$ cat src/rtl/rx_agc_pkg.sv
package rx_agc_pkg;
  localparam int SMP_W    = 16;
  localparam int GAIN_W   = 24;
  localparam int PROD_W   = GAIN_W + 1;
  localparam int ADJ_W    = GAIN_W + 1;
  localparam int WIDE_W   = PROD_W + 2;
  localparam int OUT_W    = 18;
  localparam int LIM_W    = 16;
  localparam int LIM_SH   = 8;
  localparam int NCH      = 2;
  localparam int CH_W     = $clog2(NCH);
  localparam int FRAC     = SMP_W - 1;
  localparam int MAG_SH   = PROD_W - 9;
  localparam int RND_BASE = PROD_W - OUT_W;
  localparam int MON_CODE = OUT_W - 8;
  localparam int STEP_TOP = GAIN_W - 3;

  typedef enum logic [1:0] {
    STP_BLW = 2'd0,
    STP_ABV = 2'd1,
    STP_ZRO = 2'd2,
    STP_SAT = 2'd3
  } step_e;

  typedef struct packed {
    logic signed [PROD_W-1:0] val;
    logic                     ovf;
  } rnd_t;

  function automatic logic [GAIN_W-1:0] total_gain(input logic [GAIN_W-1:0] base,
                                                   input logic signed [ADJ_W-1:0] adj);
    logic signed [WIDE_W-1:0] s;
    logic signed [WIDE_W-1:0] top;
    top = $signed({{(WIDE_W-GAIN_W){1'b0}}, {GAIN_W{1'b1}}});
    s = $signed({{(WIDE_W-GAIN_W){1'b0}}, base}) + $signed({{(WIDE_W-ADJ_W){adj[ADJ_W-1]}}, adj});
    if (s < 0) return '0;
    if (s > top) return '1;
    return s[GAIN_W-1:0];
  endfunction

  function automatic logic signed [PROD_W-1:0] scale(input logic signed [SMP_W-1:0] d,
                                                     input logic [GAIN_W-1:0] g);
    logic signed [SMP_W+GAIN_W:0] p;
    p = $signed({{(GAIN_W+1){d[SMP_W-1]}}, d}) * $signed({{SMP_W{1'b0}}, 1'b0, g});
    return p[FRAC+PROD_W-1:FRAC];
  endfunction

  function automatic logic [7:0] mag8(input logic signed [PROD_W-1:0] y);
    logic [PROD_W-1:0] a;
    a = y[PROD_W-1] ? -y : y;
    if (a[PROD_W-1]) return 8'hFF;
    return a[MAG_SH+7:MAG_SH];
  endfunction

  function automatic rnd_t round_sat(input logic signed [PROD_W-1:0] y,
                                     input logic [3:0] code, input logic dis);
    rnd_t r;
    logic signed [WIDE_W-1:0] t, half, lim, nlim;
    int sh;
    sh = RND_BASE + int'(code);
    half = '0;
    if (!dis) half[sh-1] = 1'b1;
    lim = '0;
    lim[OUT_W-1-int'(code)] = 1'b1;
    lim = lim - 1;
    nlim = -lim;
    t = ($signed({{(WIDE_W-PROD_W){y[PROD_W-1]}}, y}) + half) >>> sh;
    r.ovf = (t > lim) || (t < nlim);
    if (t > lim) r.val = lim[PROD_W-1:0];
    else if (t < nlim) r.val = nlim[PROD_W-1:0];
    else r.val = t[PROD_W-1:0];
    return r;
  endfunction

  function automatic logic signed [ADJ_W-1:0] step_delta(input logic [3:0] code);
    logic signed [ADJ_W-1:0] d;
    d = '0;
    d[STEP_TOP-int'(code)] = 1'b1;
    return d;
  endfunction
endpackage

$ cat src/rtl/rx_agc_dp.sv
module rx_agc_dp
  import rx_agc_pkg::*;
(
  input  logic signed [SMP_W-1:0]  din,
  input  logic                     zero_mask,
  input  logic [GAIN_W-1:0]        gain,
  input  logic [3:0]               rnd_code,
  input  logic                     rnd_off,
  input  logic [7:0]               thresh,
  output logic signed [PROD_W-1:0] y,
  output rnd_t                     rv,
  output logic [7:0]               mon8,
  output logic                     below
);
  logic signed [SMP_W-1:0] d_m;
  rnd_t mon_r;

  always_comb begin
    d_m   = zero_mask ? {din[SMP_W-1:4], 4'h0} : din;
    y     = scale(d_m, gain);
    rv    = round_sat(y, rnd_code, rnd_off);
    mon_r = round_sat(y, 4'(MON_CODE), rnd_off);
    mon8  = mon_r.val[7:0];
    below = mag8(y) < thresh;
  end
endmodule

$ cat src/rtl/rx_agc_chan.sv
module rx_agc_chan
  import rx_agc_pkg::*;
(
  input  logic                    clk,
  input  logic                    rst_n,
  input  logic                    upd,
  input  logic                    frz,
  input  logic                    clr,
  input  logic                    zero,
  input  logic                    ovf,
  input  logic                    below,
  input  logic [3:0]              step_blw,
  input  logic [3:0]              step_abv,
  input  logic [3:0]              step_zro,
  input  logic [3:0]              step_sat,
  input  logic [3:0]              zero_cnt,
  input  logic [3:0]              sat_cnt,
  input  logic signed [LIM_W-1:0] lim_hi,
  input  logic signed [LIM_W-1:0] lim_lo,
  output logic signed [ADJ_W-1:0] adj,
  output step_e                   mode
);
  logic [3:0] zrun, srun;
  logic zhit, shit;
  logic [3:0] code;
  logic signed [ADJ_W-1:0] delta, hi_w, lo_w;
  logic signed [WIDE_W-1:0] nxt;

  assign hi_w = $signed({{(ADJ_W-LIM_W-LIM_SH){lim_hi[LIM_W-1]}}, lim_hi, {LIM_SH{1'b0}}});
  assign lo_w = $signed({{(ADJ_W-LIM_W-LIM_SH){lim_lo[LIM_W-1]}}, lim_lo, {LIM_SH{1'b0}}});
  assign zhit = zero && (({1'b0, zrun} + 5'd1) >= {1'b0, zero_cnt});
  assign shit = ovf && (({1'b0, srun} + 5'd1) >= {1'b0, sat_cnt});

  always_comb begin
    if (shit)       mode = STP_SAT;
    else if (zhit)  mode = STP_ZRO;
    else if (below) mode = STP_BLW;
    else            mode = STP_ABV;
    case (mode)
      STP_BLW: code = step_blw;
      STP_ABV: code = step_abv;
      STP_ZRO: code = step_zro;
      default: code = step_sat;
    endcase
    delta = step_delta(code);
    if (mode == STP_BLW || mode == STP_ZRO)
      nxt = $signed({{2{adj[ADJ_W-1]}}, adj}) + $signed({{2{delta[ADJ_W-1]}}, delta});
    else
      nxt = $signed({{2{adj[ADJ_W-1]}}, adj}) - $signed({{2{delta[ADJ_W-1]}}, delta});
    if (nxt > $signed({{2{hi_w[ADJ_W-1]}}, hi_w})) nxt = $signed({{2{hi_w[ADJ_W-1]}}, hi_w});
    if (nxt < $signed({{2{lo_w[ADJ_W-1]}}, lo_w})) nxt = $signed({{2{lo_w[ADJ_W-1]}}, lo_w});
  end

  always_ff @(posedge clk or negedge rst_n) begin
    if (!rst_n) begin
      adj  <= '0;
      zrun <= '0;
      srun <= '0;
    end else begin
      if (clr) adj <= '0;
      else if (upd && !frz) adj <= nxt[ADJ_W-1:0];
      if (upd) begin
        zrun <= zero ? ((zrun == 4'hF) ? zrun : zrun + 4'd1) : 4'd0;
        srun <= ovf  ? ((srun == 4'hF) ? srun : srun + 4'd1) : 4'd0;
      end
    end
  end

  AST_CLEAR_ZERO: assert property (@(posedge clk) disable iff (!rst_n)
    clr |=> (adj == '0));
  AST_FREEZE_HOLD: assert property (@(posedge clk) disable iff (!rst_n)
    (frz && !clr) |=> $stable(adj));
  AST_IDLE_HOLD: assert property (@(posedge clk) disable iff (!rst_n)
    (!upd && !clr) |=> $stable(adj));
  AST_ADJ_CLAMP: assert property (@(posedge clk) disable iff (!rst_n)
    (upd && !frz && !clr && (lo_w <= hi_w)) |=> ((adj <= $past(hi_w)) && (adj >= $past(lo_w))));
endmodule

$ cat src/rtl/rx_agc.sv
module rx_agc
  import rx_agc_pkg::*;
(
  input  logic                     clk,
  input  logic                     rst_n,
  input  logic signed [SMP_W-1:0]  din,
  input  logic                     din_valid,
  input  logic                     dual_mode,
  input  logic                     zero_mask,
  input  logic [3:0]               rnd_code,
  input  logic                     rnd_off,
  input  logic [7:0]               thresh,
  input  logic [3:0]               step_blw,
  input  logic [3:0]               step_abv,
  input  logic [3:0]               step_zro,
  input  logic [3:0]               step_sat,
  input  logic [3:0]               zero_cnt,
  input  logic [3:0]               sat_cnt,
  input  logic signed [LIM_W-1:0]  adj_max,
  input  logic signed [LIM_W-1:0]  adj_min,
  input  logic [GAIN_W-1:0]        base_gain_a,
  input  logic [GAIN_W-1:0]        base_gain_b,
  input  logic                     freeze,
  input  logic                     hold_in,
  input  logic                     clear,
  input  logic                     gain_mon,
  output logic [PROD_W-1:0]        dout,
  output logic                     dout_valid,
  output logic                     dout_iq,
  output logic [CH_W-1:0]          dout_ch
);
  logic [1:0]              ph;
  logic                    is_q;
  logic [CH_W-1:0]         ch;
  logic                    frz;
  logic [GAIN_W-1:0]       gain;
  logic signed [PROD_W-1:0] y_w;
  rnd_t                    rv;
  logic [7:0]              mon8;
  logic                    below;
  logic                    zero;
  logic signed [ADJ_W-1:0] adj_w [NCH];
  step_e                   mode_w [NCH];
  logic [OUT_W-1:0]        mon_word;
  logic [PROD_W-1:0]       out_nxt;

  assign is_q = ph[0];
  assign ch   = dual_mode ? CH_W'(ph[1]) : '0;
  assign frz  = freeze | hold_in;
  assign gain = total_gain((ch != '0) ? base_gain_b : base_gain_a, adj_w[ch]);
  assign zero = (rv.val == '0);

  rx_agc_dp u_dp (
    .din(din), .zero_mask(zero_mask), .gain(gain), .rnd_code(rnd_code),
    .rnd_off(rnd_off), .thresh(thresh), .y(y_w), .rv(rv), .mon8(mon8), .below(below)
  );

  for (genvar c = 0; c < NCH; c++) begin : g_ch
    rx_agc_chan u_chan (
      .clk(clk), .rst_n(rst_n), .upd(din_valid && (ch == CH_W'(c))),
      .frz(frz), .clr(clear), .zero(zero), .ovf(rv.ovf), .below(below),
      .step_blw(step_blw), .step_abv(step_abv), .step_zro(step_zro), .step_sat(step_sat),
      .zero_cnt(zero_cnt), .sat_cnt(sat_cnt), .lim_hi(adj_max), .lim_lo(adj_min),
      .adj(adj_w[c]), .mode(mode_w[c])
    );
  end

  always_comb begin
    if (is_q) mon_word = {mon8, gain[15:10], mode_w[ch], 2'b00};
    else      mon_word = {mon8, gain[23:16], 2'b00};
    if (gain_mon) out_nxt = {{(PROD_W-OUT_W){1'b0}}, mon_word};
    else if (frz) out_nxt = y_w;
    else          out_nxt = rv.val;
  end

  always_ff @(posedge clk or negedge rst_n) begin
    if (!rst_n) begin
      ph         <= '0;
      dout       <= '0;
      dout_valid <= 1'b0;
      dout_iq    <= 1'b0;
      dout_ch    <= '0;
    end else begin
      dout_valid <= din_valid;
      if (din_valid) begin
        dout    <= out_nxt;
        dout_iq <= is_q;
        dout_ch <= ch;
        ph      <= dual_mode ? ph + 2'd1 : {1'b0, ~ph[0]};
      end
    end
  end

  AST_VALID_LAT: assert property (@(posedge clk) disable iff (!rst_n)
    din_valid |=> dout_valid);
  AST_IDLE_QUIET: assert property (@(posedge clk) disable iff (!rst_n)
    !din_valid |=> !dout_valid);
  AST_FRZ_PASS: assert property (@(posedge clk) disable iff (!rst_n)
    (din_valid && frz && !gain_mon) |=> (dout == $past(y_w)));
  AST_IQ_ALTERNATE: assert property (@(posedge clk) disable iff (!rst_n)
    (din_valid && !dual_mode) |=> (dout_iq == $past(is_q)));
endmodule

$ cat config.mk
export PLATFORM = sky130hd
export DESIGN_NAME = rx_agc
export DESIGN_NICKNAME = d
export VERILOG_FILES = /design/src/rtl/rx_agc_pkg.sv /design/src/rtl/rx_agc_dp.sv /design/src/rtl/rx_agc_chan.sv /design/src/rtl/rx_agc.sv
export SDC_FILE = /design/constraint.sdc
export NUM_CORES = 2
export LEC_CHECK = 0
export ABC_AREA = 1
export ABC_CLOCK_PERIOD_IN_PS = 20700
export CAP_MARGIN = 10
export CORE_MARGIN = 2
export CORE_UTILIZATION = 40
export DETAILED_ROUTE_END_ITERATION = 16
export DONT_BUFFER_PORTS = 1
export HOLD_SLACK_MARGIN = 0.12
export SLEW_MARGIN = 5
export SYNTH_ARGS = -nofsm -noshare
export SYNTH_HDL_FRONTEND = slang
export SYNTH_HIERARCHICAL = 1
export SYNTH_SLANG_ARGS = --single-unit
export TNS_END_PERCENT = 5
$ cat constraint.sdc
create_clock -name clk -period 20.7 [get_ports clk]
set_input_delay 0 -clock clk [delete_from_list [all_inputs] [get_ports clk]]
set_output_delay 0 -clock clk [all_outputs]
set_load 0.005 [all_outputs]
# Yosys cells after proc, flatten, opt, wreduce, memory -nomap -nowiden
# Index checks and enable logic that the tools add are counted.
[totals] regBits=96 inputBits=142 output_inout_bits=28 wordCells=165
[op_classes] add_sub_neg=24 multipliers=1 magnitude_cmp=24 n_eq_ne=12 shift=1 n_mux=63 bitwise_logic=4 reduce_logical=25
[ops] cell="$mux 25" n=14
[ops] cell="$mux 27" n=5
[ops] cell="$ge 32x1->1 const B" n=4
[ops] cell="$lt 32x7->1 const B" n=4
[ops] cell="$mux 24" n=5
[ops] cell="$add 25x25->26" n=3
[ops] cell="$gt 27x24->1" n=2
[ops] cell="$lt 27x24->1" n=2
[ops] cell="$sub 25x25->26" n=2
[ops] cell="$mul 16x25->40" n=1
[ops] cell="$mux 4" n=9
[ops] cell="$mux 8" n=4
[ops] cell="$sshr 27x32->27" n=1
[ops] cell="$sub 32x2->32 const B" n=1
[ops] cell="$add 25x27->27" n=1
[ops] cell="$gt 27x27->1" n=1
[ops] cell="$lt 27x27->1" n=1
[ops] cell="$neg 27->27" n=1
[ops] cell="$sub 27x2->27 const B" n=1
[ops] cell="$add 25x18->26" n=1
[ops] cell="$gt 26x25->1 const B" n=1
[ops] cell="$lt 26x1->1 const B" n=1
[ops] cell="$logic_not 25->1" n=1
[ops] cell="$neg 25->25" n=1
[ops] cell="other kinds (28)" n=87

# Longest topological paths before layout
[logic_depth] word_depth=36 ltp_mapped=141 mapped_depth_nobuf=137

# Modules after synthesis
# The synthesis kept the hierarchy.
[by_module_without_submodules] mod="rx_agc_dp" instances=1 cells_per_inst=3114 area_each_um2=20198.1 seq_area_each_um2=0.0
[by_module_without_submodules] mod="rx_agc_chan (g_ch[1].u_chan)" instances=1 cells_per_inst=791 area_each_um2=5064.9 seq_area_each_um2=825.8
[by_module_without_submodules] mod="rx_agc_chan (g_ch[0].u_chan)" instances=1 cells_per_inst=784 area_each_um2=4988.5 seq_area_each_um2=825.8
[by_module_without_submodules] mod="rx_agc" instances=1 cells_per_inst=758 area_each_um2=4194.0 seq_area_each_um2=750.7

# Worst setup path before layout
# Ideal clock, no wire load.
[synth_path] path_type="register to register" startpoint="register ph[1]" endpoint="register g_ch[0].u_chan.adj[18]" setup_ns=0.066 arrival_ns=18.884 required_ns=20.634 slack_ns=1.751 stages_incl_launch_ff=124 path_buffers=8 period_less_slack_ns=18.949 path_cell_list="dfrtp_1 nand2_2 clkinv_1 clkbuf_1 nand2_1 nand2_1 ha_1 fa_1 nand3_1 nand3_2 nand2_1 nand2_1 nand2_1 nand3_1 nand2_1 nand2_4 buf_6 buf_2 [... 88 more ...] nand2_1 nand2_1 buf_2 inv_1 nand2_1 o21ai_0 inv_1 ha_1 nand2_1 nor2_1 nand4_1 a21oi_1 a2111oi_4 nand3_2 buf_4 nand3_1 nand3_1 nand2_1"
[synth_rtl] item="from (decl)" line="rx_agc.sv:32" source="logic [1:0] ph;"
[synth_rtl] item="from (signal assigned)" line="rx_agc.sv:89" source="ph <= dual_mode ? ph + 2'd1 : {1'b0, ~ph[0]};"
[synth_rtl] item="to (signal assigned)" line="rx_agc_chan.sv:61" source="else if (upd && !frz) adj <= nxt[ADJ_W-1:0];"
[synth_rtl] item="to (decl)" line="rx_agc_chan.sv:20" source="output logic signed [ADJ_W-1:0] adj,"

==> results.yml <==
status:
  status: "finished clean"
routing:
  post_drt_via_cell_ratio: 5.25
  dr.first_iter.drc_count: 3063
  route.vias.total: 35300
  drt.antenna.violating_nets: 0
  route.detailed.drc: 0
  wl_mm: 126
  wire_per_inst_um: 18.7
  dr.pass1.iters: 6
placed_design:
  place_congestion: 0.954
  dp_hpwl_mm: 102
  port_buffers: 0
  placed_cell_area_sq_mm: 0.0362
cts:
  cts_sinks: 96
  cts_buffer_depth: 2
  cts.htree.levels: 3
  cts-root-buf: "clkbuf_16"
  cts_buffers: 9
  clock_latency_ns: 0.38
  clk_pin_slew_ns: 0.09
  cts_tree: "built"
worst_setup_path:
  max_stage_delay_ns: 0.55
  critical_path.slowest_cell: "fa_1"
  r2r_cells: 125
  endpoint_kind: "register"
  arrival_ns: 20.15
  cpMostUsedCell: "nand2_1"
  crit_fanout: 13
  worstSetupPathType: "reg -> reg"
  worst_setup_path_start_kind: "register"
  crit_required_ns: 21.00
sta:
  finClkSkew_ns: 0.0136
  maxSlewHeadroom_pct: 29.2
  fmax_mhz: 50.4
  worstMarginPinSlew_ns: 1.06
  finalSetupViolCount: 0
  fin_hold_ws_ns: 0.112
  hold_viol_final: 0
  finalCritPeriodShare_pct: 95.9
  finalMaxSlewViolations: 0
  period_needed_ns: 19.86
  finalSetupTns_ns: 0
global_route:
  grt_antenna_before_repair: 7
  grt_pass1_wl_mm: 189
  grt_pass1_vias: 33300
  grt_use_total_pct: 26.9
  overflow: 0
  grt_max_degree: 97
synthesis:
  ys_seq_area_share_pct: 6.97
  synth_cell_type_count: 65
  ys_warn_count: 6
  async_flop_share_pct: 100
  syn-mean-instance-area_sq_um: 6.32
  synth-seq-cells: 96
  synth_ff_type: "dfrtp_1"
  synth_edf_count: 0
  netlist_area_sq_mm: 0.0344
  synth_cells: 5447
run:
  maxCapViolCount: 0
floorplan:
  core_sq_mm: 0.0853
  initial_utilization_pct: 40.4
  dieArea_sq_mm: 0.0885
  die_w_um: 297
  core.rowCount: 107
  die_y_um: 297
  pin_count: 170
finish:
  final_common_cell: "nand2_1"
  fin_area_sq_mm: 0.0395
  drive_gt1_share_pct: 12.9
  utilization_pct: 46.3
  area_delta_synth_final_pct: 14.6
  final_nets: 6415
  fill_cells: 9014
  final_cell_mix: "1591 x nand2_1, 1018 x inv_1, 363 x nor2_1"
hold_path:
  hold_depth: 6
  hold_class: "in -> reg"
## layout make-up
type	count	area (sq um)	share of cell area, %
Multi-Input combinational cell	4123	29000	73.4
Inverter	1098	4180	10.6
Sequential cell	96	2400	6.09
Timing Repair Buffer	234	2130	5.41
Tap cell	1144	1430	3.62
Clock buffer	9	225	0.570
Clock inverter	7	71.3	0.181
Timing Repair inverter	6	58.8	0.149
Antenna cell	3	7.51	0.0190
## metal layers
| layer | routed length [um] | up-vias | part of all wire (%) | track usage [%] |
|---|---|---|---|---|
| li1 | - | 17100 | - | - |
| met1 | 55400 | 16700 | 44 | 36.7 |
| met2 | 56700 | 1273 | 45 | 43.5 |
| met3 | 10000 | 204 | 8.0 | 5.16 |
| met4 | 3560 | 10 | 2.8 | 7.14 |
| met5 | 57 | - | 0.045 | 0 |
## synth_stat cells, drive strengths merged, types with 10 or more instances
master | instances | share of area (%)
clkbuf | 106 | 1.2
nor3 | 32 | 0.51
o21a | 20 | 0.44
dfrtp | 96 | 7.0
a21oi | 252 | 3.8
o21ai | 182 | 2.7
clkinv | 14 | 0.15
fa | 309 | 18
nand2 | 1724 | 19
o21bai | 11 | 0.24
xnor2 | 60 | 1.5
inv | 1084 | 12
nand3 | 398 | 6.2
nand3b | 16 | 0.36
xor2 | 93 | 2.5
nand4 | 60 | 1.3
o211ai | 19 | 0.43
o31ai | 14 | 0.31
a21o | 14 | 0.31
ha | 396 | 14
nor2 | 420 | 5.0
or2 | 10 | 0.18
nor4 | 18 | 0.36
buf | 34 | 0.61
## per-stage QoR
step           instances  setup WS (ns)
2_1_floorplan       5453           1.75
3_3_place_gp        6571         -0.592
3_5_place_dp        6571         -0.661
4_1_cts             6630       -0.00396
5_1_grt             6718         -0.182
6_report            6720          0.844
## worst paths after layout
check	startpoint	to	slack (ns)
setup / recovery	ph[1]$_DFFE_PN0P_	g_ch[0].u_chan/adj[7]$_DFFE_PN0P_	0.84
hold / removal	adj_max[6]	g_ch[1].u_chan/adj[14]$_DFFE_PN0P_	0.11
setup reg to reg	ph[1]$_DFFE_PN0P_	g_ch[0].u_chan/adj[7]$_DFFE_PN0P_	0.84
hold reg to reg	g_ch[1].u_chan/srun[1]$_DFFE_PN0P_	g_ch[1].u_chan/srun[1]$_DFFE_PN0P_	0.53
max in group asynchronous	rst_n	g_ch[0].u_chan/adj[3]$_DFFE_PN0P_	20.04
min in group asynchronous	rst_n	g_ch[1].u_chan/srun[0]$_DFFE_PN0P_	0.18
## registers in the layout, summed over array words and instances (netlist names)
name and cells:
g_ch.u_chan/adj 50, dout 25, g_ch.u_chan/srun 8, g_ch.u_chan/zrun 8, ph 2, dout_ch 1
dout_iq 1, dout_valid 1
## logic make-up (layout without fill, tap and decap cells)
family	after synthesis	count (layout)	synth area share (%)
adders and majority gates	705	705	32.3
xor gates and xnor gates	153	153	4.06
AOI/OAI and AO/OA	554	554	9.17
muxes	3	3	0.0872
DFF	96	96	6.97
and+or+nand+nor	2694	2698	33.6
buffers and inverters	1238	1354	13.7
other	4	13	0.0436
## critical path: cells and delay by family (launching register included)
kind / cells / cell delay (ns)
flip-flops: 1 / 0.51
adder cells (fa/ha/maj): 13 / 5.34
AND/OR/NAND/NOR: 67 / 7.17
XOR/XNOR: 4 / 0.86
buffers and inverters: 21 / 2.72
AO/OA/AOI/OAI: 20 / 3.07
## timing repair
item,4_1_cts,5_1_grt
hold buffers,38,0
buffers inserted,5,69
pin swaps,0,112
endpoints found under the setup margin,50,50
endpoints found under the hold margin,163,0
cloned,0,16
resized for setup,17,396
Power is not shown: default switching activity piles up to over one toggle a cycle in this logic, so the estimate is an artifact.
